==> src/rtl/cfgld_pkg.sv <==
package cfgld_pkg;
  localparam int unsigned WORD_W         = 16;
  localparam int unsigned W_CTRL         = 2;
  localparam int unsigned CTRL_APROM_BIT = 0;
  localparam int unsigned CTRL_IDWIN_BIT = 10;

  typedef enum logic [1:0] {LD_WAKE, LD_SHIFT, LD_CHECK, LD_HALT} ld_state_e;
endpackage

==> src/rtl/cfgld_tick.sv <==
module cfgld_tick #(
  parameter int unsigned DIV = 4
) (
  input  logic clk,
  input  logic rst_n,
  output logic tick
);
  localparam int unsigned CW = (DIV > 1) ? $clog2(DIV) : 1;

  logic [CW-1:0] cnt_q, cnt_d;

  always_comb begin
    tick  = (cnt_q == CW'(DIV - 1));
    cnt_d = tick ? '0 : cnt_q + CW'(1);
  end

  always_ff @(posedge clk or negedge rst_n) begin
    if (!rst_n) cnt_q <= '0;
    else        cnt_q <= cnt_d;
  end
endmodule

==> src/rtl/cfgld_seq.sv <==
module cfgld_seq
  import cfgld_pkg::*;
#(
  parameter int unsigned ADDR_W = 6,
  parameter int unsigned NWORDS = 8,
  parameter logic [15:0] SUM_OK = 16'hBABA,
  localparam int unsigned CMD_W = 3 + ADDR_W,
  localparam int unsigned TOTAL = CMD_W + 1 + WORD_W * NWORDS,
  localparam int unsigned EW    = $clog2(TOTAL + 1),
  localparam int unsigned WIW   = EW - 4
) (
  input  logic              clk,
  input  logic              rst_n,
  input  logic              tick,
  input  logic              ee_do,
  output logic              ee_cs,
  output logic              ee_sk,
  output logic              ee_di,
  output logic              word_vld,
  output logic [WIW-1:0]    word_idx,
  output logic [WORD_W-1:0] word_data,
  output logic              pass,
  output logic              busy
);
  localparam logic [CMD_W-1:0] CMD = {3'b110, {ADDR_W{1'b0}}};

  ld_state_e         st_q, st_d;
  logic              cs_q, cs_d, sk_q, sk_d, di_q, di_d, busy_q, busy_d;
  logic [EW-1:0]     edge_q, edge_d, didx;
  logic [WORD_W-1:0] sh_q, sh_d, sum_q, sum_d;
  logic              sample;

  always_comb begin
    didx      = edge_q - EW'(CMD_W + 1);
    sample    = (st_q == LD_SHIFT) && tick && !sk_q && (edge_q >= EW'(CMD_W + 1));
    word_data = {sh_q[WORD_W-2:0], ee_do};
    word_idx  = didx[EW-1:4];
    word_vld  = sample && (didx[3:0] == 4'hF);
    pass      = (st_q == LD_CHECK) && (sum_q == SUM_OK);

    st_d = st_q; cs_d = cs_q; sk_d = sk_q; di_d = di_q;
    busy_d = busy_q; edge_d = edge_q; sh_d = sh_q; sum_d = sum_q;

    unique case (st_q)
      LD_WAKE: if (tick) begin
        cs_d   = 1'b1;
        di_d   = CMD[CMD_W-1];
        edge_d = '0;
        sum_d  = '0;
        st_d   = LD_SHIFT;
      end
      LD_SHIFT: if (tick) begin
        if (!sk_q) begin
          sk_d   = 1'b1;
          edge_d = edge_q + EW'(1);
          if (sample)   sh_d  = word_data;
          if (word_vld) sum_d = sum_q + word_data;
        end else begin
          sk_d = 1'b0;
          if (edge_q == EW'(TOTAL)) begin
            cs_d = 1'b0;
            di_d = 1'b0;
            st_d = LD_CHECK;
          end else begin
            di_d = (edge_q < EW'(CMD_W)) ? CMD[CMD_W - 1 - int'(edge_q)] : 1'b0;
          end
        end
      end
      LD_CHECK: begin
        if (pass) busy_d = 1'b0;
        st_d = LD_HALT;
      end
      default: ;
    endcase
  end

  always_ff @(posedge clk or negedge rst_n) begin
    if (!rst_n) begin
      st_q <= LD_WAKE; cs_q <= 1'b0; sk_q <= 1'b0; di_q <= 1'b0; busy_q <= 1'b1;
      edge_q <= '0; sh_q <= '0; sum_q <= '0;
    end else begin
      st_q <= st_d; cs_q <= cs_d; sk_q <= sk_d; di_q <= di_d; busy_q <= busy_d;
      edge_q <= edge_d; sh_q <= sh_d; sum_q <= sum_d;
    end
  end

  assign ee_cs = cs_q;
  assign ee_sk = sk_q;
  assign ee_di = di_q;
  assign busy  = busy_q;
endmodule

==> src/rtl/cfgld_regs.sv <==
module cfgld_regs
  import cfgld_pkg::*;
#(
  parameter int unsigned WIW     = 4,
  parameter logic [15:0] ID_BASE = 16'h0C80
) (
  input  logic              clk,
  input  logic              rst_n,
  input  logic              word_vld,
  input  logic [WIW-1:0]    word_idx,
  input  logic [WORD_W-1:0] word_data,
  input  logic              commit,
  input  logic              host_rd,
  input  logic [15:0]       host_addr,
  output logic [31:0]       id_bytes,
  output logic              aprom_en,
  output logic              id_win_en,
  output logic              host_hit,
  output logic [7:0]        host_data
);
  logic [31:0] id_sh_q, id_q;
  logic        aprom_sh_q, win_sh_q, aprom_q, win_q;

  for (genvar g = 0; g < 2; g++) begin : g_idw
    always_ff @(posedge clk or negedge rst_n) begin
      if (!rst_n)                                  id_sh_q[16*g +: 16] <= '0;
      else if (word_vld && word_idx == WIW'(g))    id_sh_q[16*g +: 16] <= word_data;
    end
  end

  always_ff @(posedge clk or negedge rst_n) begin
    if (!rst_n) begin
      aprom_sh_q <= 1'b0; win_sh_q <= 1'b0;
    end else if (word_vld && word_idx == WIW'(W_CTRL)) begin
      aprom_sh_q <= word_data[CTRL_APROM_BIT];
      win_sh_q   <= word_data[CTRL_IDWIN_BIT];
    end
  end

  always_ff @(posedge clk or negedge rst_n) begin
    if (!rst_n) begin
      id_q <= '0; aprom_q <= 1'b0; win_q <= 1'b0;
    end else if (commit) begin
      id_q <= id_sh_q; aprom_q <= aprom_sh_q; win_q <= win_sh_q;
    end
  end

  always_comb begin
    host_hit  = host_rd && win_q && (host_addr[15:2] == ID_BASE[15:2]);
    host_data = host_hit ? id_q[8*host_addr[1:0] +: 8] : 8'h00;
  end

  assign id_bytes  = id_q;
  assign aprom_en  = aprom_q;
  assign id_win_en = win_q;
endmodule

==> src/rtl/cfg_eeprom_loader.sv <==
module cfg_eeprom_loader #(
  parameter int unsigned DIV     = 4,
  parameter int unsigned ADDR_W  = 6,
  parameter int unsigned NWORDS  = 8,
  parameter logic [15:0] SUM_OK  = 16'hBABA,
  parameter logic [15:0] ID_BASE = 16'h0C80
) (
  input  logic        clk,
  input  logic        rst_n,
  output logic        ee_cs,
  output logic        ee_sk,
  output logic        ee_di,
  input  logic        ee_do,
  output logic        ld_busy,
  output logic [31:0] id_bytes,
  output logic        aprom_en,
  output logic        id_win_en,
  input  logic        host_rd,
  input  logic [15:0] host_addr,
  output logic        host_hit,
  output logic [7:0]  host_data
);
  localparam int unsigned TOTAL = 4 + ADDR_W + 16 * NWORDS;
  localparam int unsigned WIW   = $clog2(TOTAL + 1) - 4;

  logic [1:0]     rsync_q;
  logic           rst_ni, tick, word_vld, pass;
  logic [WIW-1:0] word_idx;
  logic [15:0]    word_data;

  always_ff @(posedge clk or negedge rst_n) begin
    if (!rst_n) rsync_q <= 2'b00;
    else        rsync_q <= {rsync_q[0], 1'b1};
  end
  assign rst_ni = rsync_q[1];

  cfgld_tick #(.DIV(DIV)) u_tick (.clk(clk), .rst_n(rst_ni), .tick(tick));

  cfgld_seq #(.ADDR_W(ADDR_W), .NWORDS(NWORDS), .SUM_OK(SUM_OK)) u_seq (
    .clk(clk), .rst_n(rst_ni), .tick(tick), .ee_do(ee_do),
    .ee_cs(ee_cs), .ee_sk(ee_sk), .ee_di(ee_di),
    .word_vld(word_vld), .word_idx(word_idx), .word_data(word_data),
    .pass(pass), .busy(ld_busy)
  );

  cfgld_regs #(.WIW(WIW), .ID_BASE(ID_BASE)) u_regs (
    .clk(clk), .rst_n(rst_ni), .word_vld(word_vld), .word_idx(word_idx),
    .word_data(word_data), .commit(pass), .host_rd(host_rd),
    .host_addr(host_addr), .id_bytes(id_bytes), .aprom_en(aprom_en),
    .id_win_en(id_win_en), .host_hit(host_hit), .host_data(host_data)
  );
endmodule

==> config.mk <==
export PLATFORM = sky130hd
export DESIGN_NAME = cfg_eeprom_loader
export DESIGN_NICKNAME = d
export VERILOG_FILES = /design/src/rtl/cfgld_pkg.sv /design/src/rtl/cfgld_tick.sv /design/src/rtl/cfgld_seq.sv /design/src/rtl/cfgld_regs.sv /design/src/rtl/cfg_eeprom_loader.sv
export SDC_FILE = /design/constraint.sdc
export NUM_CORES = 1
export LEC_CHECK = 0
export ABC_AREA = 1
export CORE_MARGIN = 2
export CORE_UTILIZATION = 40
export CTS_CLUSTER_DIAMETER = 60
export CTS_CLUSTER_SIZE = 12
export DETAILED_ROUTE_END_ITERATION = 8
export GPL_TIMING_DRIVEN = 0
export PLACE_DENSITY = 0.59
export SETUP_SLACK_MARGIN = 0.5
export SYNTH_ARGS = -nofsm -noshare
export SYNTH_HDL_FRONTEND = slang
export SYNTH_SLANG_ARGS = --single-unit
export TNS_END_PERCENT = 50
==> constraint.sdc <==
create_clock -name clk -period 9.19 [get_ports clk]
set_input_delay 2.757 -clock clk [delete_from_list [all_inputs] [get_ports clk]]
set_output_delay 2.757 -clock clk [all_outputs]
set_load 0.005 [all_outputs]
==> results.toml <==
[place]
portBuffers = 64
gp_congestion = 0.8331
dp_worst_setup_slack_ps = 1801
dp_hpwl_mm = 11.68

[worst_setup_path]
path_buf_inv = 2
cpPeakStageDelay_ps = 520
critPathArrivalTime_ps = 4600
end_kind = "primary output"
cp_data_required_time_ps = 6430
reg2reg_depth = 9
reg2reg_slack_ps = 6810
critPathSlowestCell = "clkdlybuf4s50_1"
path_delay_family = "buffers and inverters"
worstReg2RegEnd = "u_regs.id_bytes[21]"
crit_path_frequent_cell = "clkdlybuf4s50_1"
path_cells = "clkdlybuf4s50_1 -> or2_2 -> nor4_1 -> nand2_1 -> a21oi_1 -> clkdlybuf4s50_1"
r2r_start = "u_seq.st_q[0]"
start_kind = "primary input"
crit_type = "in2out"
critPathMaxFanout = 9

[cells_and_area]
nets = 962
n_antenna_cell = 0
drive_gt1_frac = 0.07551
final_common_cell = "nand2_1"
mostFrequentLayoutCells = "343 x nand2_1, 115 x dfrtp_1, 75 x nand3_1, 65 x inv_1, 64 x clkdlybuf4s50_1"
area_delta_synth_final_pct = 24.24

[grt]
use_met2 = 0.3356
grt.busiest_layer = "met2"
grt_max_degree = 70
overflow = 0
grt_pass1_wl_mm = 26.25
grtUsageTotal = 0.2038
grtUsageMet1 = 0.2738
antenna_found_initial = 0
met3_usage = 0.03675
grt_pass1_vias = 5126

[drt]
antenna_left = 0
drt-initial-drc-count = 309
vias = 5407
drc_errors = 0
detail_route.wl_per_cell_um = 14.08
postRouteWirelength_mm = 16.03
drt_first_pass_iters = 5
routed_via_density = 4.751

[flow_run]
drv_cap = 0

[clock_tree]
clk_latency_ps = 420
clockBufferDepth = 2
cts_setup_buffers = 0
cts_tree = "yes"
cts_resized = 0
numClockSinks = 117
postCtsHoldBufs = 0
cts-htree-levels = 4
cts_root_buf = "clkbuf_16"
cts_buffers = 17
path_clk_slew_ps = 60

[power]
p_switching_w = 0.0002684
power.share.switching = 0.2232
p_leak_nw = 4.146
intPower_w = 0.0009342
power_frac_comb = 0.020
share_clk_of_total_power = 0.547
p_per_area_nw_per_um2 = 154.0
ir_drop_v = 0.0001321
power_frac_seq = 0.432

[logic_synthesis]
synth.cell_area_um2 = 6287
synth_nets = 878
netlist_instances = 830
synth_seq_area_share = 0.4659
yosys_warnings = 0
avgSynthCellArea_um2 = 7.575
ys_types = 35
synth_seq_cells = 117

[timing]
slew_violations = 0
fin_skew_ps = 7.060
fmax_ghz = 0.1359
final_hold_viol_count = 0
setup_viol = 0
min_period_over_period = 0.8005
rsz0062_at_grt = "false"
fin_tns_setup_ps = 0
tightest_slew_ps = 633.2
relSlewSlack = 0.5779
setup_ws_ps = 1834
fin_crit_ps = 7356

[floorplan]
fp.dieH_um = 129.4
row_count = 45
dieWidth_um = 129.4
start_util = 0.4121
coreArea_um2 = 15260
pin_count = 67
die-area_um2 = 16740

[run_status]
status = "completed"

[min_path]
min_to = "rsync_q[1]"
min_path_type = "reg2reg"
min_from = "rsync_q[0]"
hold_depth = 0
## worst max path at each step
stage                            start            to  slack [ps]  cells past startpoint
after floorplan           host_addr[0]  host_data[5]        2780                      6
after global placement    host_addr[5]  host_data[3]        1820                      6
after detailed placement  host_addr[5]  host_data[6]        1800                      6
after CTS                 host_addr[5]  host_data[6]        1810                      6
after global routing      host_addr[5]  host_data[5]        1670                      6
final                     host_addr[5]  host_data[6]        1830                      6
## metal layers
metal,wire (µm),share of wire
met1,7570,0.47
met2,7430,0.46
met3,808,0.050
met4,217,0.014
met5,0,0
## sequential cells by signal (all words and copies together), names as in the netlist
| register | count |
|---|---|
| u_seq.st_q | 2 |
| u_seq.edge_q | 8 |
| u_regs.id_bytes | 32 |
| u_seq.ee_cs | 1 |
| u_regs.id_win_en | 1 |
| u_regs.aprom_en | 1 |
| u_regs.id_sh_q | 32 |
| u_regs.win_sh_q | 1 |
| u_seq.ee_sk | 1 |
| u_seq.sum_q | 16 |
| rsync_q | 2 |
| u_seq.ee_di | 1 |
| u_tick.cnt_q | 2 |
| u_seq.sh_q | 15 |
| u_seq.busy | 1 |
| u_regs.aprom_sh_q | 1 |
## cell type report
type / instances / area, µm²
Multi-Input combinational cell: 617 / 2952
Tap cell: 211 / 264.0
Clock buffer: 18 / 439.2
Sequential cell: 117 / 2933
Clock inverter: 14 / 148.9
Buffer: 27 / 147.6
Inverter: 69 / 259.0
Timing Repair Buffer: 65 / 668.1
Fill cell: 1507 / 7447
## worst register-to-register path: stages, from the launching register on
cell	delay [ps]
dfrtp_1	400
inv_1	90
ha_1	190
nand3b_1	110
nor3_1	350
nand2_1	340
clkinv_1	260
clkbuf_1	350
nand2_1	140
nand2_1	90
## cells in the mapped netlist
library cell | n | share of area
a21oi_1 | 20 | 0.016
a22oi_1 | 1 | 0.0012
buf_2 | 7 | 0.0056
buf_4 | 4 | 0.0048
buf_6 | 3 | 0.0054
clkbuf_1 | 13 | 0.0078
clkinv_1 | 1 | 0.00060
conb_1 | 1 | 0.00060
dfrtp_1 | 116 | 0.46
dfstp_2 | 1 | 0.0042
fa_1 | 1 | 0.0032
ha_1 | 27 | 0.054
inv_1 | 65 | 0.039
inv_2 | 3 | 0.0018
nand2_1 | 343 | 0.20
nand2_2 | 4 | 0.0040
nand2_4 | 1 | 0.0018
nand3_1 | 75 | 0.060
nand3_2 | 1 | 0.0016
nand3_4 | 1 | 0.0028
nand3b_1 | 6 | 0.0072
nand4_1 | 11 | 0.011
nor2_1 | 57 | 0.034
nor2_2 | 3 | 0.0030
nor2_4 | 3 | 0.0054
nor3_1 | 5 | 0.0040
nor4_1 | 3 | 0.0030
o21ai_0 | 35 | 0.028
o21ai_1 | 2 | 0.0016
o21ai_2 | 1 | 0.0014
o22ai_1 | 1 | 0.0010
or2_2 | 3 | 0.0030
xnor2_1 | 4 | 0.0056
xor2_1 | 7 | 0.0098
xor2_2 | 1 | 0.0026
## power groups by stage
stage	registers [W]	logic [W]	clock network (W)
final	0.000520	0.0000243	0.000658
after global routing	0.000521	0.0000276	0.000691
after CTS	0.000520	0.0000251	0.000669
after detailed placement	0.000530	0.0000250	0
after global placement	0.000535	0.0000173	0
after floorplan	0.000532	0.00000719	0
## stage by stage
step / util / std cells / instance area [µm²] / power (W) / hold slack (ps)
2_1_floorplan: - / 830 / 6287 / 0.0005395 / 331.2
3_3_place_gp: 0.4713 / 1105 / 7192 / 0.0005527 / 333.3
3_5_place_dp: 0.4734 / 1106 / 7223 / 0.0005545 / 342.6
4_1_cts: 0.5119 / 1138 / 7811 / 0.001215 / 348.0
5_1_grt: 0.5119 / 1138 / 7811 / 0.001239 / 361.3
6_report: 0.5119 / 1138 / 7811 / 0.001203 / 345.5
## cells by family (layout without fill, tap and decap cells)
logic type / after synthesis / in the layout / share of synthesized area
fa+ha+maj: 28 / 28 / 0.05691
other cells: 1 / 1 / 0.0005964
flops: 117 / 117 / 0.4659
simple gates: 516 / 516 / 0.3451
compound gates: 60 / 60 / 0.04896
xor+xnor: 12 / 12 / 0.01791
buf+inv: 96 / 193 / 0.06468
(Power assumes the default switching activity.)
